`config.mk`:
```
export PLATFORM = sky130hd
export DESIGN_NAME = ctx_tx
export DESIGN_NICKNAME = d
export VERILOG_FILES = /design/src/rtl/ctx_pkg.sv /design/src/rtl/ctx_fifo.sv /design/src/rtl/ctx_hclk_edge.sv /design/src/rtl/ctx_sck_gen.sv /design/src/rtl/ctx_shifter.sv /design/src/rtl/ctx_tx.sv
export SDC_FILE = /design/constraint.sdc
export NUM_CORES = 1
export LEC_CHECK = 0
export ABC_CLOCK_PERIOD_IN_PS = 3770
export BUFFER_PORTS_ARGS = -buffer_cell sky130_fd_sc_hd__buf_2
export CAP_MARGIN = 20
export CORE_MARGIN = 5
export CORE_UTILIZATION = 25
export DETAILED_ROUTE_END_ITERATION = 6
export HOLD_SLACK_MARGIN = 0.1
export SYNTH_ARGS = -nofsm -noshare
export SYNTH_HDL_FRONTEND = slang
export SYNTH_SLANG_ARGS = --single-unit
```
`constraint.sdc`:
```
create_clock -name clk -period 3.77 [get_ports clk]
set_clock_uncertainty 0.05 [all_clocks]
set_input_delay 0.377 -clock clk [delete_from_list [all_inputs] [get_ports clk]]
set_output_delay 0.377 -clock clk [all_outputs]
set_load 0.03 [all_outputs]
```
`src/rtl/ctx_pkg.sv`:
```
package ctx_pkg;
  typedef enum logic [1:0] {
    GEN_IDLE,
    GEN_START,
    GEN_RUN,
    GEN_DRAIN
  } gen_state_t;
endpackage

```
`src/rtl/ctx_fifo.sv`:
```
module ctx_fifo #(
  parameter int W     = 16,
  parameter int DEPTH = 4
) (
  input  logic         clk,
  input  logic         rst_n,
  input  logic         push,
  input  logic [W-1:0] din,
  input  logic         pop,
  output logic [W-1:0] dout,
  output logic         full,
  output logic         empty
);
  localparam int AW = (DEPTH > 1) ? $clog2(DEPTH) : 1;
  localparam int CW = $clog2(DEPTH + 1);

  logic [W-1:0]  mem [DEPTH];
  logic [AW-1:0] wr_ptr, rd_ptr;
  logic [CW-1:0] count;

  assign full  = (count == CW'(DEPTH));
  assign empty = (count == '0);
  assign dout  = mem[rd_ptr];

  always_ff @(posedge clk) begin
    if (push) mem[wr_ptr] <= din;
  end

  always_ff @(posedge clk or negedge rst_n) begin
    if (!rst_n) begin
      wr_ptr <= '0;
      rd_ptr <= '0;
      count  <= '0;
    end else begin
      if (push) wr_ptr <= (wr_ptr == AW'(DEPTH - 1)) ? '0 : wr_ptr + 1'b1;
      if (pop)  rd_ptr <= (rd_ptr == AW'(DEPTH - 1)) ? '0 : rd_ptr + 1'b1;
      if (push && !pop)      count <= count + 1'b1;
      else if (pop && !push) count <= count - 1'b1;
    end
  end
endmodule

```
`src/rtl/ctx_hclk_edge.sv`:
```
module ctx_hclk_edge #(
  parameter int SYNC_STAGES = 2
) (
  input  logic clk,
  input  logic rst_n,
  input  logic enable,
  input  logic idle_high,
  input  logic hck_i,
  output logic launch_o
);
  localparam int CHAIN = SYNC_STAGES + 1;

  logic [CHAIN-1:0] chain;

  always_ff @(posedge clk or negedge rst_n) begin
    if (!rst_n) chain <= '0;
    else        chain <= {chain[CHAIN-2:0], hck_i};
  end

  logic synced, prev;
  assign synced = chain[CHAIN-2];
  assign prev   = chain[CHAIN-1];

  always_comb begin
    if (idle_high) launch_o = enable && prev && !synced;
    else           launch_o = enable && !prev && synced;
  end
endmodule

```
`src/rtl/ctx_sck_gen.sv`:
```
module ctx_sck_gen
  import ctx_pkg::*;
#(
  parameter int DIV_HALF  = 4,
  parameter int START_PER = 32,
  parameter int STOP_PER  = 32
) (
  input  logic clk,
  input  logic rst_n,
  input  logic enable,
  input  logic req_i,
  input  logic busy,
  output logic sck_o,
  output logic launch_o
);
  localparam int START_CLKS = START_PER * 2 * DIV_HALF;
  localparam int SW = $clog2(START_CLKS + 1);
  localparam int HW = $clog2(DIV_HALF + 1);
  localparam int PW = $clog2(STOP_PER + 1);

  gen_state_t    state;
  logic [SW-1:0] start_cnt;
  logic [HW-1:0] half_cnt;
  logic [PW-1:0] per_cnt;
  logic          toggle;

  assign toggle   = (state == GEN_RUN || state == GEN_DRAIN) &&
                    (half_cnt == HW'(DIV_HALF - 1));
  assign launch_o = toggle && sck_o;

  always_ff @(posedge clk or negedge rst_n) begin
    if (!rst_n) begin
      state     <= GEN_IDLE;
      start_cnt <= '0;
      half_cnt  <= '0;
      per_cnt   <= '0;
      sck_o     <= 1'b1;
    end else if (!enable) begin
      state <= GEN_IDLE;
      sck_o <= 1'b1;
    end else begin
      case (state)
        GEN_IDLE: begin
          sck_o <= 1'b1;
          if (req_i) begin
            state     <= GEN_START;
            start_cnt <= '0;
          end
        end
        GEN_START: begin
          if (!req_i) state <= GEN_IDLE;
          else if (start_cnt == SW'(START_CLKS - 1)) begin
            state    <= GEN_RUN;
            half_cnt <= '0;
          end else start_cnt <= start_cnt + 1'b1;
        end
        default: begin
          if (toggle) begin
            half_cnt <= '0;
            sck_o    <= !sck_o;
            if (!sck_o) begin
              if (state == GEN_RUN) begin
                if (!req_i && !busy) begin
                  state   <= GEN_DRAIN;
                  per_cnt <= '0;
                end
              end else if (req_i) state <= GEN_RUN;
              else if (per_cnt == PW'(STOP_PER - 1)) state <= GEN_IDLE;
              else per_cnt <= per_cnt + 1'b1;
            end
          end else half_cnt <= half_cnt + 1'b1;
        end
      endcase
    end
  end
endmodule

```
`src/rtl/ctx_shifter.sv`:
```
module ctx_shifter #(
  parameter int W = 16
) (
  input  logic         clk,
  input  logic         rst_n,
  input  logic         launch,
  input  logic         req_i,
  input  logic         fifo_empty,
  input  logic [W-1:0] fifo_dout,
  output logic         pop,
  output logic         busy,
  output logic         sdo_o
);
  localparam int LW = $clog2(W);

  logic [W-1:0]  shreg;
  logic [LW-1:0] left;
  logic          mid_word;

  assign mid_word = busy && (left != '0);
  assign pop      = launch && !mid_word && req_i && !fifo_empty;

  always_ff @(posedge clk or negedge rst_n) begin
    if (!rst_n) begin
      shreg <= '0;
      left  <= '0;
      busy  <= 1'b0;
      sdo_o <= 1'b0;
    end else if (launch) begin
      if (mid_word) begin
        sdo_o <= shreg[W-1];
        shreg <= shreg << 1;
        left  <= left - 1'b1;
      end else if (pop) begin
        sdo_o <= fifo_dout[W-1];
        shreg <= fifo_dout << 1;
        left  <= LW'(W - 1);
        busy  <= 1'b1;
      end else begin
        sdo_o <= 1'b0;
        busy  <= 1'b0;
      end
    end
  end
endmodule

```
`src/rtl/ctx_tx.sv`:
```
module ctx_tx #(
  parameter int WORD_W     = 16,
  parameter int FIFO_DEPTH = 4,
  parameter int DIV_HALF   = 4,
  parameter int START_PER  = 32,
  parameter int STOP_PER   = 32
) (
  input  logic              clk,
  input  logic              rst_n,
  input  logic              wr_valid,
  output logic              wr_ready,
  input  logic [WORD_W-1:0] wr_data,
  input  logic              mode_self,
  input  logic              host_idle_high,
  input  logic              req_i,
  input  logic              hck_i,
  output logic              sck_o,
  output logic              sdo_o
);
  logic              launch_h, launch_s, launch;
  logic              pop, busy, fifo_empty, fifo_full;
  logic [WORD_W-1:0] fifo_dout;

  assign wr_ready = !fifo_full;
  assign launch   = mode_self ? launch_s : launch_h;

  ctx_fifo #(.W(WORD_W), .DEPTH(FIFO_DEPTH)) u_fifo (
    .clk(clk), .rst_n(rst_n), .push(wr_valid && wr_ready), .din(wr_data),
    .pop(pop), .dout(fifo_dout), .full(fifo_full), .empty(fifo_empty)
  );

  ctx_hclk_edge #(.SYNC_STAGES(2)) u_hedge (
    .clk(clk), .rst_n(rst_n), .enable(!mode_self), .idle_high(host_idle_high),
    .hck_i(hck_i), .launch_o(launch_h)
  );

  ctx_sck_gen #(.DIV_HALF(DIV_HALF), .START_PER(START_PER), .STOP_PER(STOP_PER)) u_gen (
    .clk(clk), .rst_n(rst_n), .enable(mode_self), .req_i(req_i), .busy(busy),
    .sck_o(sck_o), .launch_o(launch_s)
  );

  ctx_shifter #(.W(WORD_W)) u_shift (
    .clk(clk), .rst_n(rst_n), .launch(launch), .req_i(req_i),
    .fifo_empty(fifo_empty), .fifo_dout(fifo_dout), .pop(pop), .busy(busy),
    .sdo_o(sdo_o)
  );
endmodule

```
### Yosys cells after proc, flatten, opt, wreduce, memory -nomap -nowiden

Memory sizes are Yosys's and may differ from the RTL's.
Cells that the tools add are included.

| operators by class | value |
|---|---|
| add/subtract/negate cells | 8 |
| order comparisons | 0 |
| reductions and logical operators | 40 |
| shifts and indexed selects | 0 |
| equality and inequality tests | 24 |
| bitwise logic cells | 4 |
| multipliers | 0 |
| div/mod/pow operators | 0 |
| mux-type cells | 41 |

Operator list:

| kind | count |
|---|---|
| $mux W16 | 2 |
| $mux W9 | 3 |
| $mux W2 | 12 |
| $mux W6 | 4 |
| $pmux W9 S2 | 1 |
| $mux W3 | 5 |
| $logic_and A1 B1 Y1 | 14 |
| $logic_not A1 Y1 | 11 |
| $ne A2 B2 Y1 const B | 5 |
| $add A9 B1 Y9 const B | 1 |
| $eq A9 B8 Y1 const B | 1 |
| $mux W1 | 9 |
| $eq A2 B2 Y1 const B | 4 |
| $mux W4 | 2 |
| $ne A7 B6 Y1 const B | 1 |
| $reduce_and A7 Y1 | 1 |
| $add A3 B1 Y3 const B | 2 |
| $add A6 B1 Y6 const B | 1 |
| $eq A6 B5 Y1 const B | 1 |
| $ne A2 B1 Y1 const B | 3 |
| $pmux W3 S2 | 1 |
| $reduce_and A2 Y1 | 3 |
| $reduce_and A6 Y1 | 1 |
| $reduce_bool A2 Y1 | 3 |
| 22 further kinds | 26 |

| storage, ports and cells | value |
|---|---|
| memory bits (read-only) | 0 |
| RAM bits | 64 |
| flip-flop bits (word level) | 53 |
| bits of input ports | 23 |
| logic and storage cells | 131 |
| latch bits | 0 |
| output and inout bits | 3 |
| memories | 1 |

Memory list:

| memory | depth | bits a word | rd ports | clocked after memory_dff | write ports | RTL line | RTL |
|---|---|---|---|---|---|---|---|
| u_fifo.mem | 4 | 16 | 1 | 0 | 1 | ctx_fifo.sv:17 | `logic [W-1:0] mem [DEPTH];` |

### Depth between registers and ports, before layout

| logic depth | value |
|---|---|
| word-level depth | 11 |
| mapped depth | 12 |
| depth with buffers taken out | 11 |

### By module

From an unflattened synthesis, not the netlist that was laid out.

| second synthesis, totals | value |
|---|---|
| cells, all modules | 352 |
| area total of the unflattened synthesis | 5195.0 µm² |

By module, submodules not included:

| module | instances | cells each | sequential area each (µm²) | area an instance (µm²) |
|---|---|---|---|---|
| ctx_fifo | 1 | 121 | 2097.0 | 2766.4 |
| ctx_sck_gen | 1 | 132 | 526.8 | 1248.7 |
| ctx_shifter | 1 | 89 | 525.5 | 1052.3 |
| ctx_hclk_edge | 1 | 6 | 75.1 | 98.8 |
| ctx_tx | 1 | 4 | 0.0 | 28.8 |

### Worst setup path after synthesis

OpenSTA, ideal clock, no wires.

| timing path | value |
|---|---|
| path kind | flip-flop to flip-flop |
| start point | register u_shift.left[0] |
| end point | register u_fifo.count[1] |
| period minus slack after synthesis | 2687 ps |
| path slack | 1083 ps |
| required time | 3595 ps |
| setup time | 125 ps |
| cell stages (with the launch flop) | 11 |
| data arrival time | 2512 ps |
| path buffers | 1 |
| path through | dfrtp_1 > inv_1 > ha_1 > nand2b_1 > o21ai_1 > or3b_1 > buf_2 > ha_1 > inv_1 > fa_1 > mux2_2 |

| between the ends | value |
|---|---|
| longest elaborated chain between the ends | 9 |
| elaborated cells between the ends (all ways) | 11 |
| classes of those cells | 1 x mux; 10 x reduce/logical |

RTL lines:

| what | RTL line | RTL |
|---|---|---|
| from (decl) | ctx_shifter.sv:17 | `logic [LW-1:0] left;` |
| from (signal assigned) | ctx_shifter.sv:33 | `left <= left - 1'b1;` |
| from (signal assigned) | ctx_shifter.sv:37 | `left <= LW'(W - 1);` |
| $reduce_bool A4 Y1 * | ctx_shifter.sv:20 | `assign mid_word = busy && (left != '0);` |
| $logic_and A1 B1 Y1 * | ctx_shifter.sv:20 |  |
| $logic_not A1 Y1 * | ctx_shifter.sv:21 | `assign pop = launch && !mid_word && req_i && !fifo_empty;` |
| $logic_and A1 B1 Y1 * (3 in a row) | ctx_shifter.sv:21 |  |
| $logic_not A1 Y1 | ctx_fifo.sv:37 | `if (push && !pop) count <= count + 1'b1;` |
| $logic_and A1 B1 Y1 | ctx_fifo.sv:37 |  |
| $mux W3 / $reduce_bool A2 Y1 (equally long branches) | - |  |
| to (signal assigned) | ctx_fifo.sv:37 |  |
| to (signal assigned) | ctx_fifo.sv:38 | `else if (pop && !push) count <= count - 1'b1;` |
| to (decl) | ctx_fifo.sv:19 | `logic [CW-1:0] count;` |

Mark *: on every way between the ends. The rest lies on a longest branch, timed or not.
A chain may end at the register's enable or synchronous reset.

### Final worst setup path

| timing path | value |
|---|---|
| start point | register u_hedge.chain[2] |
| end point | register u_fifo.count[1] |

| between the ends | value |
|---|---|
| longest elaborated chain between the ends | 11 |
| elaborated cells between the ends (all ways) | 15 |
| classes of those cells | 3 x mux; 12 x reduce/logical |

RTL lines:

| what | RTL line | RTL |
|---|---|---|
| from (decl) | ctx_hclk_edge.sv:13 | `logic [CHAIN-1:0] chain;` |
| from (signal assigned) | ctx_hclk_edge.sv:17 | `else chain <= {chain[CHAIN-2:0], hck_i};` |
| $logic_not A1 Y1 | ctx_hclk_edge.sv:26 | `else launch_o = enable && !prev && synced;` |
| $logic_and A1 B1 Y1 (2 in a row) | ctx_hclk_edge.sv:26 |  |
| $mux W1 * | ctx_hclk_edge.sv:25 | `if (idle_high) launch_o = enable && prev && !synced;` |
| $mux W1 * | ctx_tx.sv:25 | `assign launch = mode_self ? launch_s : launch_h;` |
| $logic_and A1 B1 Y1 * (3 in a row) | ctx_shifter.sv:21 |  |
| $logic_not A1 Y1 | ctx_fifo.sv:37 |  |
| $logic_and A1 B1 Y1 | ctx_fifo.sv:37 |  |
| $mux W3 / $reduce_bool A2 Y1 (equally long branches) | - |  |

Marked as above.

==> flow_metrics.env <==
export IMPL_status="finished clean"
export IMPL_p_per_area_nw_per_um2=706
export IMPL_core_area_sq_um=20200
export IMPL_cp_startpoint="u_hedge.chain[2]$_DFF_PN0_"
export IMPL_drc_errors=0
export IMPL_drtIter0Drc=92
export IMPL_grt_pass1_vias=3206
export IMPL_htree_levels=4
export IMPL_drive_gt1_frac=0.283
export IMPL_slowest_stage="or3b_1"
export IMPL_via_per_inst=4.48
export IMPL_synth_seq_cells=116
export IMPL_synth_warnings=0
export IMPL_cap_violations=0
export IMPL_rr_startpoint="u_hedge.chain[2]$_DFF_PN0_"
export IMPL_die_h_um=153
export IMPL_finalSetupViolCount=0
export IMPL_worstSetupPathType="register to register"
export IMPL_grt_max_degree=38
export IMPL_num_rows=52
export IMPL_clkSlewWorstSetupHoldPaths_ps=60
export IMPL_gp_congestion=0.791
export IMPL_muxShareOfSynthArea=0.153
export IMPL_finalMaxSlewViolations=0
export IMPL_grt_first_pass_wirelength_um=16400
export IMPL_period_share=0.767
export IMPL_cpPeakStageDelay_ps=560
export IMPL_final_cell_mix="64 x edfxtp_1, 51 x dfrtp_1, 32 x mux2_2"
export IMPL_end_kind="register"
export IMPL_seq_power_share=0.426
export IMPL_cts_made_buffers=17
export IMPL_cts_buffer_depth=2
export IMPL_worstSetupStartpointType="register"
export IMPL_period_minus_slack_ps=2890
export IMPL_place_port_buffers=25
export IMPL_switching_share=0.285
export IMPL_p_comb_frac=0.227
export IMPL_slew_headroom=0.391
export IMPL_io_pins=26
export IMPL_p_clk_frac=0.348
export IMPL_cts_num_sinks=116
export IMPL_clk_latency_ps=410
export IMPL_wire_per_inst_um=14.5
export IMPL_max_vdd_ir_drop_mv=0.337
export IMPL_critical_path_top_delay_family="simple AND/OR/NAND/NOR gates"
export IMPL_async_flop_share=0.448
export IMPL_final_common_cell="edfxtp_1"
export IMPL_rsz0062_at_grt="no"
export IMPL_cp_num_buf_inv=1
export IMPL_nets=414
export IMPL_area_growth_pct=19.6
export IMPL_cts_tree="done"
export IMPL_use_met3=0.0319
export IMPL_syn_inst=345
export IMPL_cts_root_buffer="clkbuf_16"
export IMPL_drtPass1Iterations=4
export IMPL_crit_arrival_ps=3130
export IMPL_grt_util_all_layers=0.0884
export IMPL_grt_ovfl_total=0
export IMPL_synthFlopType="edfxtp_1"
export IMPL_critPathRequiredTime_ps=4010
export IMPL_synth_edf_count=64
export IMPL_finalSetupTns_ps=0
export IMPL_synth_seq_area_share=0.631
export IMPL_routed_wl_um=9630
export IMPL_critPathMaxFanout=12
export IMPL_grt_antenna_before_repair=0
export IMPL_die_area_sq_um=23400
export IMPL_p_leak_nw=2.31
export IMPL_hold_violations=0
export IMPL_synthesis_area_sq_um=5110
export IMPL_synth_top_family_by_area="multiplexers"
export IMPL_p_int_w=0.00308
export IMPL_clock_fmax_mhz=346
export IMPL_syn_nets=380
export IMPL_place_ws_ps=669
export IMPL_met2_usage=0.146
export IMPL_min_from="wr_data[9]"
export IMPL_setup_ws_ps=880
export IMPL_whs_ps=126
export IMPL_top_usage_layer="met2"
export IMPL_synth_xor_area_share=0.0103
export IMPL_final_util=0.303
export IMPL_synth_fa_ha_area_frac=0.0309
export IMPL_yosys_area_share_simple=0.0865
export IMPL_dr_total_vias=2973
export IMPL_p_sw_w=0.00123
export IMPL_initial_core_util=0.253
export IMPL_r2r_slack_ps=880
export IMPL_dp_hpwl_um=6330
export IMPL_avgSynthCellArea_sq_um=14.8
export IMPL_grt_use_met1=0.106
export IMPL_synth_compound_area_frac=0.0642
export IMPL_synth_cell_types=52
export IMPL_cp_cell_sequence="or4b_1 -> o211a_1 -> or3b_1 -> ha_1 -> inv_1 -> fa_1 -> mux2_2"
export IMPL_holdCritPathClass="primary input to register"
export IMPL_die_w_um=153
export IMPL_worst_slew_pin_slew_ps=914
export IMPL_postRouteAntennaNets=0
[worst reg2reg max path, stage by stage (launching register included)]
cell	delay (ps)
dfrtp_1	370
or4b_1	510
o211a_1	260
or3b_1	560
ha_1	280
inv_1	70
fa_1	400
mux2_2	270
[path summary, 6_finish.rpt]
check | to | cells after the start
max | u_fifo.count[1]$_DFFE_PN0P_ | 7
min | u_fifo.mem[1][9]$_DFFE_PP_ | 1
max reg2reg | u_fifo.count[1]$_DFFE_PN0P_ | 7
min reg2reg | u_hedge.chain[1]$_DFF_PN0_ | 0
max in group asynchronous | u_shift.shreg[12]$_DFFE_PN0P_ | 3
min in group asynchronous | u_gen.start_cnt[2]$_DFFE_PN0P_ | 2
[stage by stage]
step | power (W) | instance area (sq um) | cells
5_1_grt | 0.00455 | 6110 | 662
3_3_place_gp | 0.00280 | 5530 | 628
4_1_cts | 0.00437 | 6110 | 662
3_5_place_dp | 0.00286 | 5530 | 628
6_report | 0.00431 | 6110 | 663
2_1_floorplan | 0.00257 | 5110 | 345
[state kept, by name, summed over array words and instances (netlist names), 3 cells and up]
register         count
u_gen.start_cnt      9
u_shift.left         4
u_hedge.chain        3
u_fifo.mem          64
u_gen.half_cnt       3
u_shift.shreg       15
u_gen.per_cnt        6
u_fifo.count         3
[cells by family after synthesis]
group                      Yosys count
xor gates and xnor gates             6
and+or+nand+nor                     79
AOI/OAI and AO/OA                   50
buffers and inverters               29
DFF                                116
adders and majority gates           12
muxes                               53
[power by group through the flow]
stage          Combinational, W  Clock [W]  Sequential (W)
2_1_floorplan          0.000783          0         0.00178
3_3_place_gp           0.000957          0         0.00184
3_5_place_dp           0.000994          0         0.00186
4_1_cts                 0.00100    0.00153         0.00184
5_1_grt                 0.00109    0.00159         0.00187
6_report               0.000977    0.00150         0.00184
[repair_timing]
item,in CTS,in global routing
setup buffers,0,0
hold endpoints to repair,36,0
hold buffers,2,0
resized for setup,0,0
[synthesized netlist by cell type (2+ instances only)]
library cell / n / share of area
dfrtp_1: 51 / 0.25
a21boi_0: 3 / 0.0044
nor3_1: 3 / 0.0029
nor2_1: 12 / 0.0088
nand2b_1: 3 / 0.0037
xnor2_1: 2 / 0.0034
buf_4: 2 / 0.0029
nor3b_1: 3 / 0.0044
or3_1: 4 / 0.0049
xor2_1: 4 / 0.0069
and3_1: 8 / 0.0098
and3b_1: 2 / 0.0034
edfxtp_1: 64 / 0.38
o31ai_1: 8 / 0.012
o22ai_1: 2 / 0.0024
ha_1: 11 / 0.027
clkbuf_1: 10 / 0.0074
o21ai_0: 13 / 0.013
nand2_1: 15 / 0.011
mux2i_1: 3 / 0.0059
nand3_1: 8 / 0.0078
nor2b_1: 4 / 0.0049
a21oi_1: 9 / 0.0088
mux2_4: 2 / 0.0059
or4_1: 4 / 0.0059
a31oi_1: 2 / 0.0024
buf_2: 4 / 0.0039
and2_1: 4 / 0.0049
o21a_1: 3 / 0.0044
inv_1: 12 / 0.0088
mux4_2: 16 / 0.071
mux2_2: 32 / 0.071
nand4_1: 3 / 0.0037
[layer usage]
metal	part of all wire	wire length, um	up-vias
li1	-	-	1391
met1	0.44	4280	1521
met2	0.50	4820	48
met3	0.040	390	13
met4	0.015	148	0
met5	0	0	-
[cell type report]
cell class	count	area [sq um]
fill	2038	14100
sequential	116	3220
multi-input combinational	200	1760
clock buffer	17	425
tap	270	338
timing repair buffer	31	175
clock inverter	15	134
inverter	13	48.8
antenna	1	2.50
No activity file was read; power rests on OpenSTA's default activity.
